--- config.mk ---
export PLATFORM = sky130hd
export DESIGN_NAME = pgwalk_top
export DESIGN_NICKNAME = d
export VERILOG_FILES = /design/src/rtl/pgwalk_pkg.sv /design/src/rtl/pgwalk_addr.sv /design/src/rtl/pgwalk_base.sv /design/src/rtl/pgwalk_ctrl.sv /design/src/rtl/pgwalk_top.sv
export SDC_FILE = /design/constraint.sdc
export NUM_CORES = 1
export LEC_CHECK = 0
export BUFFER_PORTS_ARGS = -buffer_cell sky130_fd_sc_hd__buf_2
export CAP_MARGIN = 20
export CORE_ASPECT_RATIO = 1.75
export CORE_MARGIN = 2
export CORE_UTILIZATION = 35
export CTS_BUF_LIST = sky130_fd_sc_hd__clkbuf_4
export CTS_CLUSTER_DIAMETER = 150
export DETAILED_ROUTE_END_ITERATION = 6
export PLACE_DENSITY_LB_ADDON = 0.25
export SYNTH_ARGS = -nofsm -noshare
export SYNTH_HDL_FRONTEND = slang
export SYNTH_HIERARCHICAL = 1
export SYNTH_SLANG_ARGS = --single-unit
--- constraint.sdc ---
create_clock -name clk -period 3.9 [get_ports clk]
set_input_delay 0.195 -clock clk [delete_from_list [all_inputs] [get_ports clk]]
set_output_delay 0.195 -clock clk [all_outputs]
set_load 0.1 [all_outputs]
--- src/rtl/pgwalk_pkg.sv ---
package pgwalk_pkg;
  typedef enum logic [2:0] {
    ST_IDLE,
    ST_DIR_REQ,
    ST_DIR_WAIT,
    ST_TBL_REQ,
    ST_TBL_WAIT,
    ST_DONE
  } walk_st_e;

  typedef enum logic [1:0] {
    FLT_NONE = 2'd0,
    FLT_DIR  = 2'd1,
    FLT_TBL  = 2'd2
  } fault_e;

  localparam int ENTRY_BYTES = 4;
endpackage

--- src/rtl/pgwalk_addr.sv ---
module pgwalk_addr #(
  parameter int VA_W  = 32,
  parameter int PA_W  = 32,
  parameter int OFS_W = 12,
  parameter int IDX_W = 10
) (
  input  logic [VA_W-1:0]       vaddr,
  input  logic [PA_W-1:0]       base,
  input  logic [PA_W-OFS_W-1:0] dir_frame,
  input  logic [PA_W-OFS_W-1:0] tbl_frame,
  output logic [PA_W-1:0]       dir_addr,
  output logic [PA_W-1:0]       tbl_addr,
  output logic [PA_W-1:0]       paddr
);
  localparam int ENT_SH = $clog2(pgwalk_pkg::ENTRY_BYTES);

  logic [IDX_W-1:0] dir_idx;
  logic [IDX_W-1:0] tbl_idx;
  logic [OFS_W-1:0] ofs;

  assign dir_idx = vaddr[VA_W-1 -: IDX_W];
  assign tbl_idx = vaddr[OFS_W +: IDX_W];
  assign ofs     = vaddr[OFS_W-1:0];

  assign dir_addr = base + (PA_W'(dir_idx) << ENT_SH);
  assign tbl_addr = {dir_frame, {OFS_W{1'b0}}} + (PA_W'(tbl_idx) << ENT_SH);
  assign paddr    = {tbl_frame, ofs};
endmodule

--- src/rtl/pgwalk_base.sv ---
module pgwalk_base #(
  parameter int              PA_W     = 32,
  parameter logic [PA_W-1:0] BASE_RST = '0
) (
  input  logic            clk,
  input  logic            rst_n,
  input  logic            idle,
  input  logic            wr_en,
  input  logic [PA_W-1:0] wr_data,
  output logic [PA_W-1:0] base_q
);
  always_ff @(posedge clk) begin
    if (!rst_n)             base_q <= BASE_RST;
    else if (wr_en && idle) base_q <= wr_data;
  end
endmodule

--- src/rtl/pgwalk_ctrl.sv ---
module pgwalk_ctrl
  import pgwalk_pkg::*;
#(
  parameter int VA_W  = 32,
  parameter int PA_W  = 32,
  parameter int OFS_W = 12
) (
  input  logic                  clk,
  input  logic                  rst_n,
  input  logic                  req_valid,
  input  logic [VA_W-1:0]       req_vaddr,
  output logic                  idle,
  output logic [VA_W-1:0]       vaddr_q,
  output logic [PA_W-OFS_W-1:0] dir_frame_q,
  input  logic [PA_W-1:0]       dir_addr,
  input  logic [PA_W-1:0]       tbl_addr,
  input  logic [PA_W-1:0]       paddr_calc,
  output logic                  mem_req_valid,
  input  logic                  mem_req_ready,
  output logic [PA_W-1:0]       mem_req_addr,
  input  logic                  mem_rsp_valid,
  input  logic                  rsp_entry_ok,
  input  logic [PA_W-OFS_W-1:0] rsp_frame,
  output logic                  done,
  output logic [PA_W-1:0]       done_paddr,
  output fault_e                done_fault
);
  walk_st_e st_q;

  always_ff @(posedge clk) begin
    if (!rst_n) begin
      st_q        <= ST_IDLE;
      vaddr_q     <= '0;
      dir_frame_q <= '0;
      done_paddr  <= '0;
      done_fault  <= FLT_NONE;
    end else begin
      unique case (st_q)
        ST_IDLE: if (req_valid) begin
          vaddr_q <= req_vaddr;
          st_q    <= ST_DIR_REQ;
        end
        ST_DIR_REQ: if (mem_req_ready) st_q <= ST_DIR_WAIT;
        ST_DIR_WAIT: if (mem_rsp_valid) begin
          if (rsp_entry_ok) begin
            dir_frame_q <= rsp_frame;
            st_q        <= ST_TBL_REQ;
          end else begin
            done_fault <= FLT_DIR;
            done_paddr <= '0;
            st_q       <= ST_DONE;
          end
        end
        ST_TBL_REQ: if (mem_req_ready) st_q <= ST_TBL_WAIT;
        ST_TBL_WAIT: if (mem_rsp_valid) begin
          done_fault <= rsp_entry_ok ? FLT_NONE : FLT_TBL;
          done_paddr <= rsp_entry_ok ? paddr_calc : '0;
          st_q       <= ST_DONE;
        end
        ST_DONE: st_q <= ST_IDLE;
        default: st_q <= ST_IDLE;
      endcase
    end
  end

  assign idle          = (st_q == ST_IDLE);
  assign done          = (st_q == ST_DONE);
  assign mem_req_valid = (st_q == ST_DIR_REQ) || (st_q == ST_TBL_REQ);
  assign mem_req_addr  = (st_q == ST_DIR_REQ) ? dir_addr : tbl_addr;
endmodule

--- src/rtl/pgwalk_top.sv ---
module pgwalk_top #(
  parameter int              VA_W     = 32,
  parameter int              PA_W     = 32,
  parameter int              OFS_W    = 12,
  parameter int              IDX_W    = 10,
  parameter logic [PA_W-1:0] BASE_RST = '0
) (
  input  logic            clk,
  input  logic            rst_n,
  input  logic            base_wr_en,
  input  logic [PA_W-1:0] base_wr_data,
  input  logic            req_valid,
  output logic            req_ready,
  input  logic [VA_W-1:0] req_vaddr,
  output logic            mem_req_valid,
  input  logic            mem_req_ready,
  output logic [PA_W-1:0] mem_req_addr,
  input  logic            mem_rsp_valid,
  input  logic [PA_W-1:0] mem_rsp_data,
  output logic            done,
  output logic [PA_W-1:0] done_paddr,
  output logic [1:0]      done_fault
);
  localparam int FRAME_W = PA_W - OFS_W;

  logic               idle;
  logic [PA_W-1:0]    base_q;
  logic [VA_W-1:0]    vaddr_q;
  logic [FRAME_W-1:0] dir_frame_q;
  logic [PA_W-1:0]    dir_addr, tbl_addr, paddr_calc;
  logic [FRAME_W-1:0] rsp_frame;
  logic               rsp_entry_ok;
  logic               unused_entry_bits;
  pgwalk_pkg::fault_e fault_w;

  assign rsp_frame         = mem_rsp_data[PA_W-1:OFS_W];
  assign rsp_entry_ok      = mem_rsp_data[0];
  assign unused_entry_bits = ^mem_rsp_data[OFS_W-1:1];
  assign req_ready         = idle;
  assign done_fault        = fault_w;

  pgwalk_base #(.PA_W(PA_W), .BASE_RST(BASE_RST)) u_base (
    .clk(clk), .rst_n(rst_n), .idle(idle),
    .wr_en(base_wr_en), .wr_data(base_wr_data), .base_q(base_q)
  );

  pgwalk_addr #(.VA_W(VA_W), .PA_W(PA_W), .OFS_W(OFS_W), .IDX_W(IDX_W)) u_addr (
    .vaddr(vaddr_q), .base(base_q), .dir_frame(dir_frame_q), .tbl_frame(rsp_frame),
    .dir_addr(dir_addr), .tbl_addr(tbl_addr), .paddr(paddr_calc)
  );

  pgwalk_ctrl #(.VA_W(VA_W), .PA_W(PA_W), .OFS_W(OFS_W)) u_ctrl (
    .clk(clk), .rst_n(rst_n),
    .req_valid(req_valid), .req_vaddr(req_vaddr),
    .idle(idle), .vaddr_q(vaddr_q), .dir_frame_q(dir_frame_q),
    .dir_addr(dir_addr), .tbl_addr(tbl_addr), .paddr_calc(paddr_calc),
    .mem_req_valid(mem_req_valid), .mem_req_ready(mem_req_ready),
    .mem_req_addr(mem_req_addr), .mem_rsp_valid(mem_rsp_valid),
    .rsp_entry_ok(rsp_entry_ok), .rsp_frame(rsp_frame),
    .done(done), .done_paddr(done_paddr), .done_fault(fault_w)
  );
endmodule

Yosys cells after proc, flatten, opt, wreduce, memory -nomap -nowiden
Cells that the tools add are included.
{"block": "totals", "reg_bits": 121}
{"block": "classes", "addsub": 2, "eq_ne": 11, "n_mux": 18, "n_reduce_logical": 8}
{"cell": "$mux W32", "count": 5}
{"cell": "$add A32 B12 Y32", "count": 2}
{"cell": "$pmux W32 S2", "count": 1}
{"cell": "$mux W3", "count": 6}
{"cell": "$pmux W3 S5", "count": 1}
{"cell": "$ne A2 B2 Y1 const B", "count": 6}
{"cell": "$mux W2", "count": 4}
{"cell": "$eq A3 B2 Y1 const B", "count": 2}
{"cell": "$eq A3 B3 Y1 const B", "count": 2}
{"cell": "$reduce_and A5 Y1", "count": 1}
{"cell": "$pmux W2 S2", "count": 1}
{"cell": "$reduce_and A4 Y1", "count": 1}
{"cell": "$eq A3 B1 Y1 const B", "count": 1}
{"cell": "$logic_not A3 Y1", "count": 1}
{"cell": "$reduce_and A3 Y1", "count": 1}
{"cell": "$reduce_and A2 Y1", "count": 1}
{"cell": "$reduce_bool A2 Y1", "count": 1}
{"cell": "$logic_and A1 B1 Y1", "count": 1}
{"cell": "$logic_or A1 B1 Y1", "count": 1}

Depth between registers and ports, before layout
Gate-level depths: netlist of the first run.
{"block": "depth", "word_depth": 3, "ltp_mapped": 11}

Hierarchy
Netlist of the first run, hierarchy kept.
{"module": "pgwalk_ctrl", "instances": 1, "cells_each": 464, "area_each_um2": 4229.1}
{"module": "pgwalk_base", "instances": 1, "cells_each": 147, "area_each_um2": 1383.8}
{"module": "pgwalk_addr", "instances": 1, "cells_each": 186, "area_each_um2": 1363.8}

Least setup slack after synthesis of the first run
No wires, ideal clock.
{"block": "synth_timing", "path_type": "flip-flop to flip-flop", "startpoint": "register u_ctrl.st_q[0]", "endpoint": "register u_base.base_q[0]", "arrival_time_ns": 3.546, "slack_ns": 0.239, "path_stages_with_launch": 8, "path_buffers": 4, "cell_sequence": "dfxtp_1 -> buf_2 -> buf_2 -> nor3_1 -> buf_2 -> and2_4 -> buf_12 -> o21ai_2"}
{"block": "synth_between", "elab_chain_cells": 2}
{"element": "from (decl)", "line": "pgwalk_ctrl.sv:28", "source": "walk_st_e st_q;"}
{"element": "from (signal assigned)", "line": "pgwalk_ctrl.sv:32", "source": "st_q <= ST_IDLE;"}
{"element": "from (signal assigned)", "line": "pgwalk_ctrl.sv:41", "source": "st_q <= ST_DIR_REQ;"}
{"element": "from (signal assigned)", "line": "pgwalk_ctrl.sv:43", "source": "ST_DIR_REQ: if (mem_req_ready) st_q <= ST_DIR_WAIT;"}
{"element": "$logic_not A3 Y1", "line": "pgwalk_ctrl.sv:66", "source": "assign idle = (st_q == ST_IDLE);"}
{"element": "via req_ready", "line": "pgwalk_top.sv:13", "source": "output logic req_ready,"}
{"element": "$logic_and A1 B1 Y1", "line": "pgwalk_base.sv:14", "source": "else if (wr_en && idle) base_q <= wr_data;"}
{"element": "to (signal assigned)", "line": "pgwalk_base.sv:14"}
{"element": "to (decl)", "line": "pgwalk_base.sv:10", "source": "output logic [PA_W-1:0] base_q"}
The timed path passes the listed nets, and every way through them passes these cells.
A chain may end at the register's enable or synchronous reset.

Worst setup path in the final report of the first run
{"block": "layout_timing", "startpoint": "register u_ctrl.vaddr_q[26]", "endpoint": "output mem_req_addr[13]"}
{"block": "layout_between", "elab_chain_cells": 2}
{"element": "from (decl)", "line": "pgwalk_ctrl.sv:13", "source": "output logic [VA_W-1:0] vaddr_q,"}
{"element": "from (signal assigned)", "line": "pgwalk_ctrl.sv:40", "source": "vaddr_q <= req_vaddr;"}
{"element": "$add A32 B12 Y32", "line": "pgwalk_addr.sv:25", "source": "assign dir_addr = base + (PA_W'(dir_idx) << ENT_SH);"}
{"element": "via dir_addr[13]", "line": "pgwalk_top.sv:30", "source": "logic [PA_W-1:0] dir_addr, tbl_addr, paddr_calc;"}
{"element": "$mux W32", "line": "pgwalk_ctrl.sv:69", "source": "assign mem_req_addr = (st_q == ST_DIR_REQ) ? dir_addr : tbl_addr;"}
{"element": "to (decl)", "line": "pgwalk_top.sv:17", "source": "output logic [PA_W-1:0] mem_req_addr,"}
The timed path passes the listed nets, and every way through them passes these cells.

==> flow_summary.toml, run 1 <==
[global_routing]
grt_use_total_pct = 17.4
overflow = 0
grt_max_degree = 138
antenna_found_initial = 1
grt_pass1_wl_mm = 29.6
grt_pass1_vias = 5822

[drt]
wl_mm = 18.2
vias_per_cell = 4.90
remaining_drc_errors = 0
via_count = 5848
drt_first_iter_violations = 287
wl_per_cell_um = 15.3
ant_nets = 0
firstDrtPassIters = 4

[worst_setup_path]
rr_worst_depth = 4
worstPathMaxFanout = 10
crit_path_end_kind = "output port"
regToRegEndpoint = "u_ctrl/done_paddr[20]"
critical_path_class = "reg2out"
r2r_setup_slack_ps = 1520
r2r_start = "u_ctrl/st_q[1]"
worstPathRequired_ps = 3700
critPathArrivalTime_ps = 3320
cp-startpoint = "u_ctrl/vaddr_q[26]"
cp-start-kind = "flip-flop"

[die]
num_rows = 68
coreArea_um2 = 19700
dieArea_um2 = 21100
die_w_um = 111
die_y_um = 191
boundaryPins = 171
initial_core_util_pct = 35.5

[power_and_ir_drop]
p_per_area_nw_per_um2 = 485
leakage_nw = 3.83
ir_drop_uv = 345
power_mw = 4.10

[yosys]
synth_seq_area_share_pct = 34.7
yosysWarningCount = 6
synthesis.instances = 797
yosys.area.top_type = "dfxtp_1"
yosys.cell_types.count = 62
yosysTopAreaCellShare_pct = 34.7
netlist_top_cells_count = "139 x nand2_1, 121 x dfxtp_1, 73 x buf_4"
synth_area_leaders = "dfxtp_1 35%, buf_4 7.9%, nand2_1 7.5%, mux2_2 5.0%, mux2i_1 4.7%"
syn_area_um2 = 6980
synth-edff-count = 0
yosysMostFrequentCell = "nand2_1"
synthArstFlopShare_pct = 0
synth_ff_type = "dfxtp_1"
syn_avg_cell_area_um2 = 8.75
ys_ff_latch = 121

[clock_tree]
clock_latency_ps = 550
clk_pin_slew_worst_paths_ps = 120
cts_made_buffers = 17
clock_path_buffers = 2
cts_setup_buffers = 0
clockRootBuffer = "clkbuf_4"
cts_tree = "yes"
cts_max_level = 4
cts_sinks = 121

[sta]
tns_ps = 0
finalMaxSlewViolations = 0
max_freq_ghz = 0.285
relSlewSlack_pct = 35.5
finalSetupViolations = 0
tightest_slew_ps = 968
period_needed_ps = 3510
clock-skew-final_ps = 17.4
grt_setup_unrepaired = "false"
post-route-period-util_pct = 90.1
hold_violations = 0

[hold_path]
min-delay-start = "req_valid"
hold_path_depth = 3
worstHoldPathType = "in2reg"
min_to = "u_ctrl/st_q[2]"

[final_layout]
stdcell_count = 1194
nets = 1049
layout-drive-gt1-share_pct = 29.0
areaGrowthSynthToFinish_pct = 21.2
nFillCells = 1949
post-route-util_pct = 43.0

[outcome]
status = "completed"

[place]
port_buffers = 159
hpwl_mm = 12.0
dp_cells = 1077
place.gp.congestion = 0.791

[job]
drv_cap = 0
-- sequential cells by signal, summed over array words and instances, names as in the netlist --
signal	flops
u_base/base_q	32
u_ctrl/dir_frame_q	20
u_ctrl/done_fault	2
u_ctrl/done_paddr	32
u_ctrl/st_q	3
u_ctrl/vaddr_q	32
-- worst max-delay path, cell delays in order, from the launching register on --
cell and delay (ps):
dfxtp_1 340, ha_1 360, a21o_1 210, a31oi_1 220, a21oi_2 120, o31ai_4 530, nand2b_1 200, xnor2_1 160
mux2_2 200, buf_2 420
-- worst max-delay path by stage --
stage                                  end  slack (ps)  depth (start not counted)
after global placement    mem_req_addr[18]         770                         11
after floorplan           u_base/base_q[0]         240                          7
final                     mem_req_addr[13]         390                          9
after global routing      mem_req_addr[18]         110                         11
after CTS                 mem_req_addr[18]          90                         11
after detailed placement  mem_req_addr[18]         770                         11
-- stage by stage --
| step | hold slack [ps] | setup WS, ps | instance area (µm²) |
|---|---|---|---|
| 2_1_floorplan | 330 | 239 | 6980 |
| 3_3_place_gp | 436 | 766 | 7310 |
| 3_5_place_dp | 439 | 767 | 7310 |
| 4_1_cts | 10.2 | 94.5 | 8450 |
| 5_1_grt | 33.7 | 113 | 8460 |
| 6_report | 85.2 | 386 | 8460 |
-- report_power, final --
group | internal (mW) | total, mW | leakage, nW | switching, mW
clock | 0.454 | 0.959 | 0.159 | 0.506
sequential | 1.37 | 1.49 | 0.984 | 0.128
combinational | 0.509 | 1.65 | 2.69 | 1.14
-- what timing repair did --
item	in CTS	in global routing
resized for setup	0	1
endpoints found under the setup margin	0	7
endpoints found under the hold margin	105	0
hold buffers	85	0
-- area by class of cell --
cell class,instances,area (µm²),share of cell area (%)
multi-input cells,534,3660,43.3
flip-flops and latches,121,2420,28.6
repair buffers,254,1740,20.6
well taps,245,307,3.62
clock inverters,12,151,1.79
clock buffers,19,143,1.69
inverters,8,30.0,0.355
diodes,1,2.50,0.0296
-- layer usage --
metal	wire, µm	GRT usage, %	vias up
li1	-	-	2968
met1	7740	20.1	2733
met2	9460	30.9	122
met3	583	3.91	25
met4	425	7.21	0
met5	0	0	-
-- placed cells by master (no fill, tap or decap), types with 21 or more instances in the layout --
cell,instances
buf_2,158
nand2_1,139
dfxtp_1,121
dlygate4sd3_1,85
nand4_1,39
nand3_1,37
mux2i_1,33
mux2_2,31
o21ai_2,30
a21boi_1,30
a21boi_0,23
and3_1,21
o21a_1,21
-- cells by family (layout without fill, tap and decap cells) --
| family | after synthesis | after routing | share of synthesized area [%] |
|---|---|---|---|
| buffers and inverters | 143 | 293 | 13.5 |
| other | 1 | 3 | 0.0538 |
| AO/OA/AOI/OAI | 142 | 142 | 15.7 |
| multiplexers | 65 | 65 | 9.90 |
| flip-flops | 121 | 121 | 34.7 |
| XOR/XNOR | 27 | 27 | 3.39 |
| AND/OR/NAND/NOR | 287 | 287 | 20.7 |
| adder cells (fa/ha/maj) | 11 | 11 | 2.08 |
No activity file was read; power rests on OpenSTA's default activity.
==> inputs of run 2 (changes only) <==
--- a/config.mk
+++ b/config.mk
@@ -5,6 +5,7 @@
 export SDC_FILE = /design/constraint.sdc
 export NUM_CORES = 1
 export LEC_CHECK = 0
+export ABC_AREA = 1
 export BUFFER_PORTS_ARGS = -buffer_cell sky130_fd_sc_hd__buf_2
 export CAP_MARGIN = 20
 export CORE_ASPECT_RATIO = 1.75
@@ -16,5 +17,4 @@
 export PLACE_DENSITY_LB_ADDON = 0.25
 export SYNTH_ARGS = -nofsm -noshare
 export SYNTH_HDL_FRONTEND = slang
-export SYNTH_HIERARCHICAL = 1
 export SYNTH_SLANG_ARGS = --single-unit
==> run 2 against run 1 <==
Routed wire length rose by 7.0%. First-iteration DRC count fell by 14%. Flip-flop and latch count stayed put. Setup slack gained 320 ps. Largest power group unchanged. Highest routed layer unchanged. Critical path depth rose by 1.
==> flow_summary.toml, run 2 <==
[place]
place.gp.congestion = 0.906
dp_cells = 1246
placed_cell_area_um2 = 7140
hpwl_mm = 13.7
post-place-ws_ps = 1260
port_buffers = 159

[power_and_ir_drop]
ir_drop_uv = 457
power_mw = 4.60
leakage_nw = 3.69
p_per_area_nw_per_um2 = 555

[yosys]
ys_ff_latch = 121
synthArstFlopShare_pct = 0
synth-edff-count = 0
synth_seq_area_share_pct = 38.8
yosysTopAreaCellShare_pct = 38.8
netlist_top_cells_count = "243 x nand2_1, 121 x dfxtp_1, 104 x nand3_1"
syn_area_um2 = 6250
yosysMostFrequentCell = "nand2_1"
synthesis.nets = 1010
yosysWarningCount = 0
yosys.area.top_type = "dfxtp_1"
synth_ff_type = "dfxtp_1"
synthesis.instances = 897
yosys.cell_types.count = 28
synth_area_leaders = "dfxtp_1 39%, nand2_1 15%, nand3_1 8.3%, a21oi_1 5.9%, nand3_2 4.6%"
syn_avg_cell_area_um2 = 6.96

[outcome]
status = "completed"

[worst_setup_path]
crit_path_end_kind = "output port"
worstPathRequired_ps = 3700
worstPathMaxFanout = 7
r2r_start = "u_ctrl.st_q[2]"
cp_num_buf_inv = 1
cp_top_family = "simple AND/OR/NAND/NOR gates"
critical_path_class = "reg2out"
cp-start-kind = "flip-flop"
path_cells = "ha_1 -> fa_1 -> nand3_1 -> nand3_1 -> nand3_1 -> nand3_1 -> nand3_1 -> nand3_1 -> nand2_1 -> buf_2"
cp-startpoint = "u_base.base_q[2]"
rr_worst_depth = 8
critPathMaxStageDelay_ps = 450
regToRegEndpoint = "u_ctrl.done_paddr[29]"
critPathArrivalTime_ps = 3000
r2r_setup_slack_ps = 1910
cpMostUsedCell = "nand3_1"
cp_slowest_cell = "fa_1"

[hold_path]
hold_path_depth = 3
worstHoldPathType = "in2reg"
min_to = "u_base.base_q[6]"
min-delay-start = "base_wr_en"

[clock_tree]
clockRootBuffer = "clkbuf_4"
cts_sinks = 121
cts_made_buffers = 17
clock_path_buffers = 2
cts_tree = "yes"
clk_pin_slew_worst_paths_ps = 130
cts_max_level = 4
clock_latency_ps = 530

[sta]
grt_setup_unrepaired = "false"
post-route-period-util_pct = 81.8
setup_slack_ps = 708
period_needed_ps = 3190
finalSetupViolations = 0
max_freq_ghz = 0.313
clock-skew-final_ps = 19.4
relSlewSlack_pct = 27.3
tightest_slew_ps = 1090
hold_violations = 0
finalMaxSlewViolations = 0

[final_layout]
areaGrowthSynthToFinish_pct = 32.8
stdcell_count = 1364
top_regs = "u_base.base_q: 32 flops, u_ctrl.done_paddr: 32 flops, u_ctrl.vaddr_q: 32 flops"
layout_commonest_cell = "nand2_1"
final_cell_area_um2 = 8300
layout-drive-gt1-share_pct = 23.4
nFillCells = 1893
nets = 1233
post-route-util_pct = 47.5
final_cell_mix = "243 x nand2_1, 159 x buf_2, 121 x dfxtp_1"

[drt]
wl_mm = 19.5
via_count = 6653
firstDrtPassIters = 5
ant_nets = 0
drt_first_iter_violations = 247
vias_per_cell = 4.88
wl_per_cell_um = 14.3
remaining_drc_errors = 0

[global_routing]
overflow = 0
grt_max_degree = 70
antenna_found_initial = 1
grt_pass1_wl_mm = 31.9
grt_pass1_vias = 6574
grt_use_total_pct = 20.8

[die]
die_w_um = 105
boundaryPins = 171
die_y_um = 181
num_rows = 64
dieArea_um2 = 19000
coreArea_um2 = 17500
initial_core_util_pct = 35.8

[job]
drv_cap = 0
[run 2: cell type report]
type	count	area (µm²)	area share, %
inverter	77	294	3.54
antenna	1	2.50	0.0302
clock inverter	14	160	1.93
multi-input combinational	652	3280	39.5
tap	231	289	3.48
timing repair buffer	251	1720	20.8
sequential	121	2420	29.2
clock buffer	17	128	1.54
[run 2: worst min-delay path: cells and delay by family]
family / cells / cell delay [ps]
AO/OA/AOI/OAI: 1 / 60
buffers and inverters: 1 / 190
AND/OR/NAND/NOR: 1 / 110
[run 2: how the worst max path moves through the flow]
| stage | endpoint | slack, ps | cells after the start |
|---|---|---|---|
| after floorplan | mem_req_addr[4] | -170 | 4 |
| after global placement | mem_req_addr[18] | 1300 | 10 |
| after detailed placement | mem_req_addr[30] | 1260 | 12 |
| after CTS | mem_req_addr[30] | 670 | 12 |
| after global routing | mem_req_addr[30] | 420 | 12 |
| final | mem_req_addr[18] | 710 | 10 |
[run 2: metal layers]
layer  track usage [%]  vias to the layer above  share of wire (%)
li1                  -                     3386                  -
met1              23.7                     3044                 41
met2              37.7                      183                 52
met3              3.82                       40                4.2
met4              8.59                        0                3.3
met5                 0                        -                  0
[run 2: per-stage QoR]
stage / hold WS (ps) / setup TNS, ps
global placement: 437 / 0
floorplan: 330 / -1030
CTS: 28.0 / 0
finish: 71.0 / 0
detailed placement: 445 / 0
global route: 15.4 / 0
[run 2: report_power, final]
group          switching (mW)  leakage [nW]  internal, mW
Sequential              0.162         0.986          1.43
Combinational            1.59          2.55         0.483
Clock                   0.545         0.149         0.394
Total                    2.29          3.69          2.31
[run 2: what timing repair did]
| action | CTS | global route |
|---|---|---|
| hold endpoints to repair | 106 | 0 |
| hold buffers | 86 | 0 |
| setup endpoints to repair | 0 | 0 |
| gates resized for setup | 0 | 0 |
| setup buffers | 0 | 0 |
[run 2: logic make-up (layout without fill, tap and decap cells)]
logic type	Yosys count	in the layout	synth area share, %
AOI/OAI and AO/OA	166	166	15.1
xor gates and xnor gates	7	7	0.981
adders and majority gates	11	11	2.32
buffers and inverters	124	359	8.83
DFF	121	121	38.8
other	0	1	0
and+or+nand+nor	468	468	34.0
